===== src/rtl/ers_pkg.sv =====
package ers_pkg;

    typedef enum logic [2:0] {
        ST_IDLE,
        ST_CHECK,
        ST_ISSUE,
        ST_ADVANCE,
        ST_DONE,
        ST_FAIL,
        ST_REJECT
    } seq_state_t;

endpackage


===== src/rtl/ers_req_check.sv =====
module ers_req_check #(
    parameter int unsigned ADDR_W  = 32,
    parameter int unsigned LO_BLK  = 16384,
    parameter int unsigned LO_END  = 131072,
    parameter int unsigned HI_BLK  = 131072,
    parameter int unsigned DEV_END = 4194304
) (
    input  logic [ADDR_W-1:0] addr_i,
    input  logic [ADDR_W-1:0] len_i,
    output logic              too_far_o,
    output logic              empty_o,
    output logic              start_bad_o,
    output logic              end_bad_o
);
    localparam logic [ADDR_W:0] DEV_E   = (ADDR_W+1)'(DEV_END);
    localparam logic [ADDR_W:0] LO_E    = (ADDR_W+1)'(LO_END);
    localparam logic [ADDR_W:0] LO_MASK = (ADDR_W+1)'(LO_BLK - 1);
    localparam logic [ADDR_W:0] HI_MASK = (ADDR_W+1)'(HI_BLK - 1);

    logic [ADDR_W:0] start_w;
    logic [ADDR_W:0] end_w;
    logic            start_hi;
    logic            end_hi;

    always_comb begin
        start_w   = {1'b0, addr_i};
        end_w     = start_w + {1'b0, len_i};
        start_hi  = (start_w >= LO_E);
        end_hi    = (end_w >= LO_E);
        too_far_o = (end_w > DEV_E);
        empty_o   = (len_i == '0);
        start_bad_o = start_hi ? ((start_w & HI_MASK) != '0)
                               : ((start_w & LO_MASK) != '0);
        end_bad_o   = end_hi   ? ((end_w & HI_MASK) != '0)
                               : ((end_w & LO_MASK) != '0);
    end
endmodule


===== src/rtl/ers_walker.sv =====
module ers_walker #(
    parameter int unsigned ADDR_W = 32,
    parameter int unsigned LO_BLK = 16384,
    parameter int unsigned LO_END = 131072,
    parameter int unsigned HI_BLK = 131072
) (
    input  logic              clk,
    input  logic              rst_n,
    input  logic              load_i,
    input  logic              step_i,
    input  logic [ADDR_W-1:0] ld_addr_i,
    input  logic [ADDR_W-1:0] ld_len_i,
    output logic [ADDR_W-1:0] cur_addr_o,
    output logic [ADDR_W-1:0] rem_o,
    output logic              in_hi_o,
    output logic              rem_zero_o
);
    localparam logic [ADDR_W-1:0] LO_B = ADDR_W'(LO_BLK);
    localparam logic [ADDR_W-1:0] HI_B = ADDR_W'(HI_BLK);
    localparam logic [ADDR_W-1:0] LO_E = ADDR_W'(LO_END);

    logic [ADDR_W-1:0] blk;
    logic [ADDR_W-1:0] next_addr;

    always_comb begin
        blk       = in_hi_o ? HI_B : LO_B;
        next_addr = cur_addr_o + blk;
    end

    always_ff @(posedge clk or negedge rst_n) begin
        if (!rst_n) begin
            cur_addr_o <= '0;
            rem_o      <= '0;
            in_hi_o    <= 1'b0;
        end else if (load_i) begin
            cur_addr_o <= ld_addr_i;
            rem_o      <= ld_len_i;
            in_hi_o    <= (ld_addr_i >= LO_E);
        end else if (step_i) begin
            cur_addr_o <= next_addr;
            rem_o      <= rem_o - blk;
            if (!in_hi_o && next_addr == LO_E)
                in_hi_o <= 1'b1;
        end
    end

    assign rem_zero_o = (rem_o == '0);


    no_underflow_chk: assert property (@(posedge clk) disable iff (!rst_n)
        step_i |-> (rem_o >= blk));


    region_forward_chk: assert property (@(posedge clk) disable iff (!rst_n)
        (in_hi_o && !load_i) |=> in_hi_o);
endmodule


===== src/rtl/erase_range_seq.sv =====
module erase_range_seq
    import ers_pkg::*;
#(
    parameter int unsigned ADDR_W      = 32,
    parameter int unsigned BUS_BYTES   = 4,
    parameter int unsigned LO_BLK_WRDS = 4096,
    parameter int unsigned LO_NBLK     = 8,
    parameter int unsigned HI_BLK_WRDS = 32768,
    parameter int unsigned HI_NBLK     = 31
) (
    input  logic              clk,
    input  logic              rst_n,
    input  logic              start_i,
    input  logic [ADDR_W-1:0] start_addr_i,
    input  logic [ADDR_W-1:0] start_len_i,
    output logic              busy_o,
    output logic              done_o,
    output logic              fail_o,
    output logic              reject_o,
    output logic              erase_req_o,
    output logic [ADDR_W-1:0] erase_addr_o,
    input  logic              erase_ack_i,
    input  logic              erase_bad_i
);
    localparam int unsigned LO_BLK  = BUS_BYTES * LO_BLK_WRDS;
    localparam int unsigned HI_BLK  = BUS_BYTES * HI_BLK_WRDS;
    localparam int unsigned LO_END  = LO_BLK * LO_NBLK;
    localparam int unsigned DEV_END = LO_END + HI_BLK * HI_NBLK;

    seq_state_t        state_q, state_d;
    logic              load, step;
    logic [ADDR_W-1:0] cur_addr, rem;
    logic              in_hi, rem_zero;
    logic              too_far, empty, start_bad, end_bad;

    ers_walker #(
        .ADDR_W(ADDR_W), .LO_BLK(LO_BLK), .LO_END(LO_END), .HI_BLK(HI_BLK)
    ) u_walk (
        .clk(clk), .rst_n(rst_n), .load_i(load), .step_i(step),
        .ld_addr_i(start_addr_i), .ld_len_i(start_len_i),
        .cur_addr_o(cur_addr), .rem_o(rem), .in_hi_o(in_hi),
        .rem_zero_o(rem_zero)
    );

    ers_req_check #(
        .ADDR_W(ADDR_W), .LO_BLK(LO_BLK), .LO_END(LO_END),
        .HI_BLK(HI_BLK), .DEV_END(DEV_END)
    ) u_chk (
        .addr_i(cur_addr), .len_i(rem), .too_far_o(too_far),
        .empty_o(empty), .start_bad_o(start_bad), .end_bad_o(end_bad)
    );

    // state register
    always_ff @(posedge clk or negedge rst_n) begin
        if (!rst_n) state_q <= ST_IDLE;
        else        state_q <= state_d;
    end

    // next state and walker controls
    always_comb begin
        state_d = state_q;
        load    = 1'b0;
        step    = 1'b0;
        unique case (state_q)
            ST_IDLE: begin
                if (start_i) begin
                    load    = 1'b1;
                    state_d = ST_CHECK;
                end
            end
            ST_CHECK: begin
                if (too_far)                 state_d = ST_REJECT;
                else if (empty)              state_d = ST_DONE;
                else if (start_bad || end_bad) state_d = ST_REJECT;
                else                         state_d = ST_ISSUE;
            end
            ST_ISSUE: begin
                if (erase_ack_i) begin
                    if (erase_bad_i) state_d = ST_FAIL;
                    else begin
                        step    = 1'b1;
                        state_d = ST_ADVANCE;
                    end
                end
            end
            ST_ADVANCE: state_d = rem_zero ? ST_DONE : ST_ISSUE;
            ST_DONE, ST_FAIL, ST_REJECT: state_d = ST_IDLE;
            default: state_d = ST_IDLE;
        endcase
    end

    // outputs
    always_comb begin
        busy_o       = (state_q != ST_IDLE);
        done_o       = (state_q == ST_DONE);
        fail_o       = (state_q == ST_FAIL);
        reject_o     = (state_q == ST_REJECT);
        erase_req_o  = (state_q == ST_ISSUE);
        erase_addr_o = cur_addr;
    end


    req_hold_chk: assert property (@(posedge clk) disable iff (!rst_n)
        (erase_req_o && !erase_ack_i) |=> (erase_req_o && $stable(erase_addr_o)));


    req_gap_chk: assert property (@(posedge clk) disable iff (!rst_n)
        (erase_req_o && erase_ack_i) |=> !erase_req_o);


    fail_stop_chk: assert property (@(posedge clk) disable iff (!rst_n)
        (erase_req_o && erase_ack_i && erase_bad_i) |=> (fail_o && !erase_req_o));


    one_outcome_chk: assert property (@(posedge clk) disable iff (!rst_n)
        $onehot0({done_o, fail_o, reject_o}));


    outcome_pulse_chk: assert property (@(posedge clk) disable iff (!rst_n)
        (done_o || fail_o || reject_o) |=> !(done_o || fail_o || reject_o || busy_o));


    cmd_aligned_chk: assert property (@(posedge clk) disable iff (!rst_n)
        erase_req_o |-> ((erase_addr_o & ADDR_W'(in_hi ? HI_BLK - 1 : LO_BLK - 1)) == '0));


    cmd_in_range_chk: assert property (@(posedge clk) disable iff (!rst_n)
        erase_req_o |-> ({1'b0, erase_addr_o} < (ADDR_W+1)'(DEV_END)));


    busy_ignore_chk: assert property (@(posedge clk) disable iff (!rst_n)
        (busy_o && start_i) |=> (state_q != ST_CHECK));
endmodule


===== config.mk =====
export PLATFORM = sky130hd
export DESIGN_NAME = erase_range_seq
export DESIGN_NICKNAME = d
export VERILOG_FILES = /design/src/rtl/ers_pkg.sv /design/src/rtl/ers_req_check.sv /design/src/rtl/ers_walker.sv /design/src/rtl/erase_range_seq.sv
export SDC_FILE = /design/constraint.sdc
export NUM_CORES = 1
export LEC_CHECK = 0
export BUFFER_PORTS_ARGS = -buffer_cell sky130_fd_sc_hd__buf_2
export CAP_MARGIN = 20
export CORE_MARGIN = 4
export CORE_UTILIZATION = 48
export CTS_CLUSTER_SIZE = 24
export DETAILED_ROUTE_END_ITERATION = 12
export GPL_ROUTABILITY_DRIVEN = 0
export PLACE_DENSITY = 0.74
export SLEW_MARGIN = 20
export SYNTH_ARGS = -nofsm -noshare
export SYNTH_HDL_FRONTEND = slang
export SYNTH_SLANG_ARGS = --single-unit

===== constraint.sdc =====
create_clock -name clk -period 4.2 [get_ports clk]
set_input_delay 0 -clock clk [delete_from_list [all_inputs] [get_ports clk]]
set_output_delay 0 -clock clk [all_outputs]
set_load 0.01 [all_outputs]

## Yosys cells after proc, flatten, opt, wreduce, memory -nomap -nowiden

Index checks and enable logic that the tools add are counted.

- $add $sub $neg: 3
- Multiply operators: 0
- Divide/modulo/power cells: 0
- Magnitude comparators: 4
- Equal/unequal tests: 9
- Shift-type cells: 0
- Mux-type cells: 23
- Bitwise operators: 0
- Reductions and logical operators: 14

Operator list:

| operator | number |
|---|---|
| 33-bit nonzero test | 4 |
| 32-bit two-way mux | 4 |
| 32-bit by 18-bit greater-or-equal comparator with 1-bit output, second input constant | 2 |
| 32-bit by 32-bit adder with 33-bit output | 1 |
| 33-bit by 18-bit greater-or-equal comparator with 1-bit output, second input constant | 1 |
| 33-bit by 23-bit greater-than comparator with 1-bit output, second input constant | 1 |
| 32-bit adder | 1 |
| 32-bit by 18-bit == test with 1-bit output, second input constant | 1 |
| 32-bit zero test | 1 |
| 32-bit subtractor | 1 |
| 3-bit two-way mux | 7 |
| 18-bit two-way mux | 1 |
| 3-bit one-hot mux with 4 select lines | 1 |
| 1-bit two-way mux | 10 |
| 3-bit == test, second input constant | 3 |
| 3-bit by 2-bit == test with 1-bit output, second input constant | 2 |
| 2-bit AND reduction | 2 |
| 2-bit nonzero test | 2 |
| 3-bit by 1-bit == test with 1-bit output, second input constant | 1 |
| 3-bit zero test | 1 |
| 3-bit nonzero test | 1 |
| 2-bit by 1-bit inequality test with 1-bit output, second input constant | 1 |
| 2-bit inequality test, second input constant | 1 |
| 1-bit logical AND | 1 |
| 2 further kinds | 2 |

- Flip-flop bits (word level): 68
- Bits in latches: 0
- Memory bits (writable): 0
- Bits in read-only memories: 0
- Bits of input ports: 69
- Output and inout bits: 37
- Logic and storage cells: 57
- Memories: 0

## Depth between registers and ports, before layout

Gate-level depths: netlist (run 1).

- Word-level depth: 8
- Mapped depth: 14
- Gate-level depth less buffers: 13

## Hierarchy

From an unflattened synthesis (run 1), not the netlist that was laid out.

- Cell total of the unflattened synthesis: 651
- Area total of the unflattened synthesis: 5,729.2 sq um

By module, submodules not included:

| module | instances | cells each | area an instance (sq um) | seq. area each (sq um) |
|---|---|---|---|---|
| ers_walker | 1 | 345 | 3,495.9 | 1,626.6 |
| ers_req_check | 1 | 280 | 2,010.7 | 0.0 |
| erase_range_seq | 1 | 26 | 222.7 | 75.1 |

## Worst setup path after synthesis (run 1)

Ideal clock, no wire load.

- Path kind: reg-to-reg
- From: register u_walk.cur_addr_o[0]
- To: register state_q[2]
- Setup time: 0.139 ns
- Data arrival time: 3.248 ns
- Required time: 4.061 ns
- Path slack: 0.813 ns
- Cell stages (with the launch flop): 13
- Path buffers: 0
- Clock period less this slack: 3.387 ns
- Path through: dfrtp_1 > ha_1 > fa_1 > a21o_1 > a221oi_1 > o2111ai_1 > a31oi_1 > xor2_1 > nand2_1 > nor4_4 > or4b_1 > a211oi_2 > a311oi_1

- Cells in the longest elaborated chain, start to end: 8
- Elaborated cells between the ends (all ways): 15
- Classes of those cells: add/sub: 1; order compare: 3; mux: 6; reduce/logical: 5

Ends and longest elaborated chain:

| element | RTL line | source |
|---|---|---|
| from (decl) | ers_walker.sv:13 | `output logic [ADDR_W-1:0] cur_addr_o,` |
| from (signal assigned) | ers_walker.sv:36 | `cur_addr_o <= ld_addr_i;` |
| from (signal assigned) | ers_walker.sv:40 | `cur_addr_o <= next_addr;` |
| 32-bit by 32-bit adder with 33-bit output | ers_req_check.sv:27 | `end_w = start_w + {1'b0, len_i};` |
| 33-bit by 18-bit greater-or-equal comparator with 1-bit output (tied with other cells) | ers_req_check.sv:29 | `end_hi = (end_w >= LO_E);` |
| 1-bit two-way mux | ers_req_check.sv:34 | `end_bad_o = end_hi ? ((end_w & HI_MASK) != '0)` |
| 1-bit logical OR | erase_range_seq.sv:74 | `else if (start_bad \|\| end_bad) state_d = ST_REJECT;` |
| 3-bit two-way mux | erase_range_seq.sv:74 |  |
| 3-bit two-way mux | erase_range_seq.sv:73 | `else if (empty) state_d = ST_DONE;` |
| 3-bit two-way mux * | erase_range_seq.sv:72 | `if (too_far) state_d = ST_REJECT;` |
| 3-bit one-hot mux with 4 select lines * | erase_range_seq.sv:64 | `unique case (state_q)` |
| to (signal assigned) | erase_range_seq.sv:56 | `else state_q <= state_d;` |
| to (decl) | erase_range_seq.sv:30 | `seq_state_t state_q, state_d;` |

Every way passes the cells marked *; elsewhere a longest branch is shown, timed or not.
A chain may end at the register's enable or synchronous reset.

## Final worst setup path (run 1)

Same ends and word-level chain as after synthesis.

==> metrics.cfg, run 1 <==
[final_layout]
stdcell_count = 1018
multi_input_area_um2 = 3700
n_fill_cell = 933
drive_above_1_share = 0.165
layout.nets = 977
regArea_um2 = 1700
area_growth_pct = 27.5

[synth]
yosys_warnings = 0
synth_edf_count = 0
synth-main-ff-cell = dfrtp_1
netlist_area_um2 = 5630
yosysUniqueCellTypes = 77
synth_top_area_frac = 0.302
synthCells = 716
synth.most_common_cell = nand2_1
yosysTopAreaCell = dfrtp_1
syn_area_per_cell_um2 = 7.86
synth.ff_latch_count = 68
async_reset_ff_frac = 1.00
synth.top_cells.by_count = nand2_1 (155), dfrtp_1 (68), a21oi_1 (41), o21ai_0 (41), nor2_1 (39)
syn-num-nets = 824
yosysSeqAreaShare = 0.302
synth_area_leaders = dfrtp_1 (30%), nand2_1 (10%), ha_1 (8.4%)

[critical_path]
cp-startpoint = u_walk.cur_addr_o[0]
crit_type = register to register
required_ns = 4.41
rrSetupSlack_ns = 0.41
cpPeakStageDelay_ns = 0.49
path_cells = ha_1 > fa_1 > a21o_1 > a221oi_1 > o2111ai_1 > a31oi_1 > xor2_1 > nand2_1 > nor4_4 > or4b_1 > a211oi_2 > a311oi_1
reg2reg_from = u_walk.cur_addr_o[0]
endpoint = state_q[2]
cp_slowest_cell = or4b_1
crit_buf_inv = 0
critical_path_arrival_ns = 4.00
critPathLaunchType = register
r2r_cells = 12
worstSetupPathDepth = 12
crit_family = compound AO/OA/AOI/OAI gates
r2r-end = state_q[2]
cp-end-kind = register
path_max_fanout = 4

[grt]
globalRouteTotalUtil = 0.277
grt_overflow = 0
grt_pass1_wl_mm = 30.0
grt_start_max_net_pins = 66
antenna_found_initial = 0
grt_pass1_vias = 6114

[pwr]
power_switching_uw = 3000
internal_power_uw = 2860
p_leak_uw = 0.00339
sequentialPowerShare = 0.248
comb_power_share = 0.631
clock_power_share = 0.120
p_sw_frac = 0.512
power.density_nw_per_um2 = 817
peakVddDrop_mv = 0.555

[drt]
wl_per_cell_um = 18.1
drt_iter0_markers = 551
drt-total-wl_mm = 18.4
num_vias = 6280
viasPerCell = 6.17
drc = 0
drtPass1Iterations = 8
ant_nets = 0

[clock_tree]
clkLatencyLatePin_ns = 0.34
h-tree-depth = 3
cts_hold_buffers = 67
cts_tree = done
path_clk_slew_ns = 0.06
cts_resized = 0
clkSinkCount = 68
root_buffer = clkbuf_16
cts_inserted_buffers = 9
cts.path.max_buffers = 2
cts_setup_buffers = 0

[placement]
dp_slack_ns = 0.519
place_inst = 934
io_buffers = 105
dp_hpwl_mm = 13.0

[timing]
tightest_slew_ns = 0.783
setup_viol = 0
period_minus_slack_ns = 3.79
fin_ws_ns = 0.414
rsz0062_at_grt = no
skew_ns = 0.00800
hold_viol = 0
final.setup.tns_ns = 0
post-route-period-util = 0.901
max_freq_ghz = 0.264
slew_headroom = 0.474
drv_slew = 0

[floorplanning]
fp-row-count = 39
initial_core_util = 0.491
dieArea_um2 = 13500
die_w_um = 116
die_h_um = 116
io_pins = 106
core_um2 = 11500

[worst_hold_path]
hold_path_class = input port to asynchronous set/reset pin

[run]
cap_viol_max_count = 0

[outcome]
status = finished, final reports clean

==> logic make-up after synthesis <==
| logic type | Yosys count | synth area share |
|---|---|---|
| adder cells (fa/ha/maj) | 39 | 0.0880 |
| AND/OR/NAND/NOR | 325 | 0.277 |
| XOR/XNOR | 29 | 0.0451 |
| buffers and inverters | 57 | 0.0416 |
| AO/OA/AOI/OAI | 193 | 0.236 |
| flip-flops | 68 | 0.302 |
| multiplexers | 5 | 0.00978 |
==> cell usage in the layout, fill, tap and decap left out, types with 5 or more instances in the layout <==
| cell | count |
|---|---|
| a21oi_1 | 41 |
| and3_1 | 10 |
| dfrtp_1 | 68 |
| dlygate4sd3_1 | 67 |
| a221o_1 | 15 |
| and4_1 | 5 |
| nor3b_1 | 6 |
| xor2_1 | 15 |
| o211ai_1 | 9 |
| clkbuf_16 | 9 |
| a22oi_1 | 6 |
| nor2b_1 | 6 |
| inv_1 | 20 |
| nand2b_1 | 7 |
| buf_4 | 7 |
| buf_2 | 105 |
| ha_1 | 38 |
| nand3_1 | 19 |
| nand2_1 | 155 |
| nor2_1 | 39 |
| a31oi_1 | 12 |
| nand4_1 | 12 |
| nor3_1 | 24 |
| a211oi_1 | 5 |
| xnor2_1 | 14 |
| nor4_1 | 20 |
| o21ai_0 | 41 |
| a21o_1 | 12 |
==> sequential cells by signal, summed over array words and instances, names as in the netlist <==
signal,cells
u_walk.cur_addr_o,32
u_walk.rem_o,32
state_q,3
u_walk.in_hi_o,1
==> layer usage <==
| layer | wire length, um | part of all wire | track usage | up-vias |
|---|---|---|---|---|
| li1 | - | - | - | 2950 |
| met1 | 7790 | 0.42 | 0.362 | 2968 |
| met2 | 8560 | 0.46 | 0.445 | 299 |
| met3 | 1370 | 0.074 | 0.0513 | 63 |
| met4 | 698 | 0.038 | 0.128 | 0 |
| met5 | 0 | 0 | 0 | - |
==> through the flow <==
step / utilization / cell area (um^2) / hold WS, ns / total power, uW
3_3_place_gp: 0.544 / 6230 / -0.110 / 4880
2_1_floorplan: - / 5630 / -0.296 / 4030
4_1_cts: 0.626 / 7170 / 0.0655 / 5760
3_5_place_dp: 0.544 / 6230 / -0.110 / 4970
5_1_grt: 0.626 / 7170 / 0.0821 / 6300
6_report: 0.626 / 7180 / 0.0561 / 5860
==> area by class of cell <==
| type | instances | share of cell area |
|---|---|---|
| antenna | 1 | 0.000349 |
| clock buffer | 10 | 0.0319 |
| clock inverter | 6 | 0.00575 |
| inverter | 20 | 0.0105 |
| multi-input combinational | 591 | 0.516 |
| sequential | 68 | 0.237 |
| tap | 143 | 0.0249 |
| timing repair buffer | 179 | 0.174 |
==> worst min-delay path by stage <==
stage                     startpoint                to  slack, ns  cells past startpoint
after detailed placement       rst_n  u_walk.rem_o[13]      -0.11                      1
after global routing           rst_n  u_walk.rem_o[13]       0.08                      2
after CTS                      rst_n  u_walk.rem_o[13]       0.07                      2
after global placement         rst_n  u_walk.rem_o[13]      -0.11                      1
after floorplan                rst_n        state_q[0]      -0.30                      0
final                          rst_n  u_walk.rem_o[13]       0.06                      2
==> power by group through the flow <==
stage	clock network (uW)	registers, uW	logic (uW)
2_1_floorplan	0	1310	2730
3_3_place_gp	0	1430	3450
3_5_place_dp	0	1440	3530
4_1_cts	711	1430	3610
5_1_grt	741	1500	4050
6_report	706	1460	3700
==> worst reg2reg max path, stage by stage (launching register included) <==
cell and delay (ns):
dfrtp_1 0.43, ha_1 0.25, fa_1 0.41, a21o_1 0.23, a221oi_1 0.42, o2111ai_1 0.22
a31oi_1 0.20, xor2_1 0.16, nand2_1 0.10, nor4_4 0.31, or4b_1 0.49, a211oi_2 0.31
a311oi_1 0.13
(Power assumes the default switching activity.)
==> inputs of run 2 (changes only) <==
RECOVER_POWER = 25   (was unset)
==> run 2 against run 1 <==
The run now ends with max-capacitance violations, max-slew violations left. Clock-buffer cell count is the same. First-iteration DRC count grew 5.8%. Flip-flop and latch count is the same. Sequential power is essentially flat. Die area is the same. Maximum frequency shrank 0.66%. Design area shrank 0.64%. Combinational power shrank 1%. Highest routed layer unchanged.
==> metrics.cfg, run 2 (same netlist as run 1, synthesis figures left out) <==
[clock_tree]
path_clk_slew_ns = 0.06  ; about the same
clkSinkCount = 68  ; unchanged
h-tree-depth = 3  ; unchanged
cts_tree = done
cts_inserted_buffers = 9  ; unchanged
cts.path.max_buffers = 2  ; unchanged
clkLatencyLatePin_ns = 0.34  ; about the same
root_buffer = clkbuf_16
cts_resized = 0  ; unchanged

[pwr]
p_leak_uw = 0.00328  ; -3.3%
peakVddDrop_mv = 0.554  ; about the same
power.density_nw_per_um2 = 817  ; about the same

[outcome]
status = complete, but fails checks
violations = max-capacitance violations, max-slew violations

[timing]
max_freq_ghz = 0.262  ; -0.66%
period_minus_slack_ns = 3.81  ; +0.0253 ns
hold_viol = 0  ; unchanged
rsz0062_at_grt = no
slew_headroom = -0.0445  ; -0.518
tightest_slew_ns = 1.57  ; +0.783 ns
drv_slew = 60  ; +60
post-route-period-util = 0.907  ; +0.00601
final.setup.tns_ns = 0  ; unchanged
skew_ns = 0.00751  ; -0.000485 ns
setup_viol = 0  ; unchanged
fin_ws_ns = 0.389  ; -0.0253 ns

[drt]
drtPass1Iterations = 5  ; -3
wl_per_cell_um = 18.1  ; +0.19%
drt-total-wl_mm = 18.5  ; +0.19%
ant_nets = 0  ; unchanged
drc = 0  ; unchanged
num_vias = 6315  ; +0.56%
viasPerCell = 6.20  ; +0.56%
drt_iter0_markers = 583  ; +5.8%

[final_layout]
area_growth_pct = 26.7
final_util = 0.622  ; -0.00404
mostFrequentLayoutCell = nand2_1
drive_above_1_share = 0.127  ; -0.0378
reg_top3 = u_walk.cur_addr_o x32, u_walk.rem_o x32, state_q x3
layout_common_cells = nand2_1 (155), buf_2 (73), dfrtp_1 (68)
n_fill_cell = 955  ; +2.4%
layout.nets = 977  ; unchanged

[floorplanning]
io_pins = 106  ; unchanged
die_h_um = 116  ; unchanged
initial_core_util = 0.491  ; unchanged
fp-row-count = 39  ; unchanged
dieArea_um2 = 13500  ; unchanged
core_um2 = 11500  ; unchanged
die_w_um = 116  ; unchanged

[grt]
grt_start_max_net_pins = 66  ; unchanged
antenna_found_initial = 0  ; unchanged
grt_overflow = 0  ; unchanged
grt_pass1_vias = 6114  ; unchanged
globalRouteTotalUtil = 0.277  ; unchanged
grt_pass1_wl_mm = 30.0  ; unchanged

[critical_path]
reg2reg_from = u_walk.cur_addr_o[0]
cp-startpoint = u_walk.cur_addr_o[0]
path_cells = ha_1 > fa_1 > a21o_1 > a221oi_1 > o2111ai_1 > a31oi_1 > xor2_1 > nand2_1 > nor4_4 > or4b_1 > a211oi_2 > a311oi_1
path_max_fanout = 4  ; unchanged
crit_family = compound AO/OA/AOI/OAI gates
crit_type = register to register
crit_buf_inv = 0  ; unchanged
cp-end-kind = register
cpPeakStageDelay_ns = 0.49  ; about the same
required_ns = 4.41  ; about the same
cp_slowest_cell = or4b_1
critPathLaunchType = register
critical_path_arrival_ns = 4.02  ; +0.02 ns

[run]
cap_viol_max_count = 1  ; +1

[placement]
dp_hpwl_mm = 13.0  ; unchanged
dp_slack_ns = 0.519  ; unchanged
io_buffers = 105  ; unchanged

[worst_hold_path]
hold_path_class = input port to register
hold_start = erase_ack_i

[run 2: cell types whose count changed in the layout (fill, tap and decap cells not counted)]
| cell | change |
|---|---|
| buf_2 | -32 |
| clkbuf_1 | +33 |
| buf_4 | -2 |
| clkbuf_2 | +1 |
[run 2: final timing paths]
check / end / slack, ns / depth (start not counted)
hold reg to reg: u_walk.rem_o[0] / 0.51 / 2
hold / removal: state_q[2] / 0.16 / 4
setup / recovery: state_q[2] / 0.39 / 12
setup reg to reg: state_q[2] / 0.39 / 12
min in group asynchronous: u_walk.rem_o[13] / 0.18 / 2
max in group asynchronous: u_walk.cur_addr_o[8] / 2.09 / 3
[run 2: layer usage]
layer | wire (um) | GRT usage | vias to the layer above
met2 | 8550 | 0.445 | 306
met4 | 706 | 0.128 | 0
met5 | 0 | 0 | -
li1 | - | - | 2954
met1 | 7870 | 0.362 | 2986
met3 | 1330 | 0.0513 | 69
[run 2: report_power, final]
| part | internal (uW) | total [uW] | switching [uW] |
|---|---|---|---|
| Sequential | 955 | 1460 | 508 |
| Combinational | 1470 | 3660 | 2190 |
| Clock | 399 | 706 | 307 |
| Total | 2820 | 5830 | 3010 |
[run 2: area by class of cell]
cell class | count | area [um^2] | share of cell area
flip-flops and latches | 68 | 1700 | 0.239
well taps | 143 | 179 | 0.0251
inverters | 20 | 75.1 | 0.0105
diodes | 1 | 2.50 | 0.000351
clock inverters | 6 | 41.3 | 0.00579
clock buffers | 10 | 229 | 0.0321
multi-input cells | 591 | 3700 | 0.519
repair buffers | 179 | 1200 | 0.169
[run 2: what timing repair did]
action,4_1_cts,5_1_grt
endpoints found under the hold margin,74,0
setup buffers,0,0
hold buffers,67,0
[run 2: worst register-to-register path, stage by stage, from the launching register on]
cell and delay (ns):
dfrtp_1 0.43, ha_1 0.25, fa_1 0.41, a21o_1 0.23, a221oi_1 0.43, o2111ai_1 0.22, a31oi_1 0.20, xor2_1 0.16
nand2_1 0.10, nor4_4 0.31, or4b_1 0.49, a211oi_2 0.32, a311oi_1 0.13
[run 2: through the flow]
step,cells,hold slack [ns],instance area [um^2],power (uW)
2_1_floorplan,716,-0.296,5630,4030
3_3_place_gp,934,-0.110,6230,4880
3_5_place_dp,934,-0.110,6230,4970
4_1_cts,1017,0.0655,7170,5760
5_1_grt,1017,0.168,7130,6260
6_report,1018,0.164,7130,5830
==> inputs of run 3 (changes only) <==
BUFFER_PORTS_ARGS = unset   (was -buffer_cell sky130_fd_sc_hd__buf_2)
DONT_BUFFER_PORTS = 1   (was unset)
PLACE_DENSITY = 0.66   (was 0.74)
==> run 3 against run 2 <==
The run still ends with max-capacitance violations, max-slew violations left. Wire length is 6.1% lower. Flip-flop and latch count stayed put. Sequential share of layout area is 1.5 points higher. Worst setup slack worse by 0.12 ns. Global-route usage is 1.4 points lower. Power is 0.88% lower. Sequential power is 6% higher. First-iteration DRC count is 30% lower. Final cell count is 10% lower. Core utilization is 3.6 points lower. Critical endpoint unchanged. Largest cell class unchanged. Highest routed layer unchanged.
==> metrics.cfg, run 3 (same netlist as run 1, synthesis figures left out) <==
[outcome]
status = complete, but fails checks
violations = max-capacitance violations, max-slew violations

[clock_tree]
cts_resized = 0  ; unchanged
cts.path.max_buffers = 2  ; unchanged
clkSinkCount = 68  ; unchanged
h-tree-depth = 3  ; unchanged
cts_tree = done
clkLatencyLatePin_ns = 0.33  ; about the same
cts_inserted_buffers = 9  ; unchanged
path_clk_slew_ns = 0.05  ; about the same
root_buffer = clkbuf_16

[drt]
drc = 0  ; unchanged
drt-total-wl_mm = 17.3  ; -6.1%
num_vias = 5811  ; -8.0%
drtPass1Iterations = 7  ; +2
wl_per_cell_um = 19.0  ; +4.6%
ant_nets = 0  ; unchanged
viasPerCell = 6.36  ; +2.5%
drt_iter0_markers = 409  ; -30%

[final_layout]
layout_common_cells = nand2_1 (155), dlygate4sd3_1 (69), dfrtp_1 (68)
area_growth_pct = 19.4
layout.nets = 874  ; -11%
drive_above_1_share = 0.0480  ; -0.0790
antenna_cells = 0  ; -1
reg_top3 = u_walk.cur_addr_o x32, u_walk.rem_o x32, state_q x3
mostFrequentLayoutCell = nand2_1

[floorplanning]
die_h_um = 116  ; unchanged
dieArea_um2 = 13500  ; unchanged
die_w_um = 116  ; unchanged
io_pins = 106  ; unchanged
initial_core_util = 0.491  ; unchanged
fp-row-count = 39  ; unchanged
core_um2 = 11500  ; unchanged

[critical_path]
required_ns = 4.39  ; -0.02 ns
path_max_fanout = 4  ; unchanged
cp-end-kind = register
critPathLaunchType = register
critical_path_arrival_ns = 4.12  ; +0.10 ns
crit_type = register to register

[timing]
hold_viol = 0  ; unchanged
final.setup.tns_ns = 0  ; unchanged
skew_ns = 0.00586  ; -0.00165 ns
tightest_slew_ns = 3.23  ; +1.66 ns
drv_slew = 69  ; +15%
rsz0062_at_grt = no
fin_ws_ns = 0.269  ; -0.120 ns
slew_headroom = -1.15  ; -1.11
post-route-period-util = 0.936  ; +0.0285
period_minus_slack_ns = 3.93  ; +0.120 ns
max_freq_ghz = 0.254  ; -3.0%
setup_viol = 0  ; unchanged

[pwr]
p_leak_uw = 0.00297  ; -9.3%
power.density_nw_per_um2 = 859  ; +5.2%
peakVddDrop_mv = 0.481  ; -13%
p_total_uw = 5770  ; -0.88%

[grt]
globalRouteTotalUtil = 0.263  ; -0.0135
grt_overflow = 0  ; unchanged
grt_start_max_net_pins = 69  ; +4.5%
grt_pass1_wl_mm = 28.3  ; -5.7%
grt_pass1_vias = 5553  ; -9.2%
antenna_found_initial = 0  ; unchanged

[placement]
dp_slack_ns = 0.377  ; -0.142 ns
io_buffers = 0  ; -100%
dp_hpwl_mm = 12.8  ; -1.4%

[run]
cap_viol_max_count = 1  ; unchanged

[worst_hold_path]
hold_path_class = input port to register

[run 3: changes by cell type in the layout (fill, tap and decap cells not counted), moves of 2 or more]
cell	previous run	this run
clkinv_2	3	1
clkbuf_1	34	2
clkinv_4	3	0
dlygate4sd3_1	67	69
buf_2	73	0
bufinv_16	0	2
[run 3: worst paths after layout]
| kind | startpoint | to | slack [ns] | cells after the start |
|---|---|---|---|---|
| min in group asynchronous | rst_n | u_walk.cur_addr_o[6] | 1.52 | 2 |
| max in group asynchronous | rst_n | u_walk.cur_addr_o[27] | 0.85 | 2 |
| max reg2reg | u_walk.cur_addr_o[0] | state_q[2] | 0.27 | 12 |
| min | start_addr_i[24] | u_walk.in_hi_o | 0.01 | 4 |
| max | u_walk.cur_addr_o[0] | state_q[2] | 0.27 | 12 |
| min reg2reg | u_walk.rem_o[10] | u_walk.rem_o[10] | 0.52 | 2 |
[run 3: layer usage]
metal  vias to the layer above  track usage  part of all wire
li1                       2753            -                 -
met1                      2784        0.365              0.43
met2                       244        0.417              0.47
met3                        30       0.0528             0.078
met4                         0       0.0804             0.022
met5                         -            0                 0
[run 3: critical path, stage by stage (launching register included)]
cell	delay [ns]
dfrtp_1	0.45
ha_1	0.26
fa_1	0.42
a21o_1	0.24
a221oi_1	0.42
o2111ai_1	0.23
a31oi_1	0.22
xor2_1	0.16
nand2_1	0.11
nor4_4	0.33
or4b_1	0.50
a211oi_2	0.34
a311oi_1	0.13
[run 3: repair_timing]
item                       4_1_cts  5_1_grt
hold endpoints to repair       135        0
setup endpoints to repair        0        0
buffers inserted                 0        0
hold buffers                    70        0
[run 3: where the power goes]
group | internal [uW] | switching, uW | leakage [uW]
sequential | 954 | 596 | 0.000844
combinational | 1390 | 2030 | 0.00198
clock | 535 | 276 | 0.000153
[run 3: through the flow]
step | instances | hold slack (ns) | area, um^2 | util
4_1_cts | 914 | 0.000183 | 6740 | 0.588
6_report | 914 | 0.0122 | 6720 | 0.586
3_3_place_gp | 828 | -0.293 | 5700 | 0.497
2_1_floorplan | 716 | -0.296 | 5630 | -
5_1_grt | 914 | 0.00729 | 6720 | 0.586
3_5_place_dp | 828 | -0.293 | 5700 | 0.497
[run 3: area by class of cell]
| type | instances | area (um^2) |
|---|---|---|
| fill | 1008 | 4750 |
| multi-input combinational | 591 | 3700 |
| sequential | 68 | 1700 |
| timing repair buffer | 76 | 746 |
| clock buffer | 12 | 246 |
| tap | 143 | 179 |
| inverter | 20 | 75.1 |
| clock inverter | 4 | 72.6 |
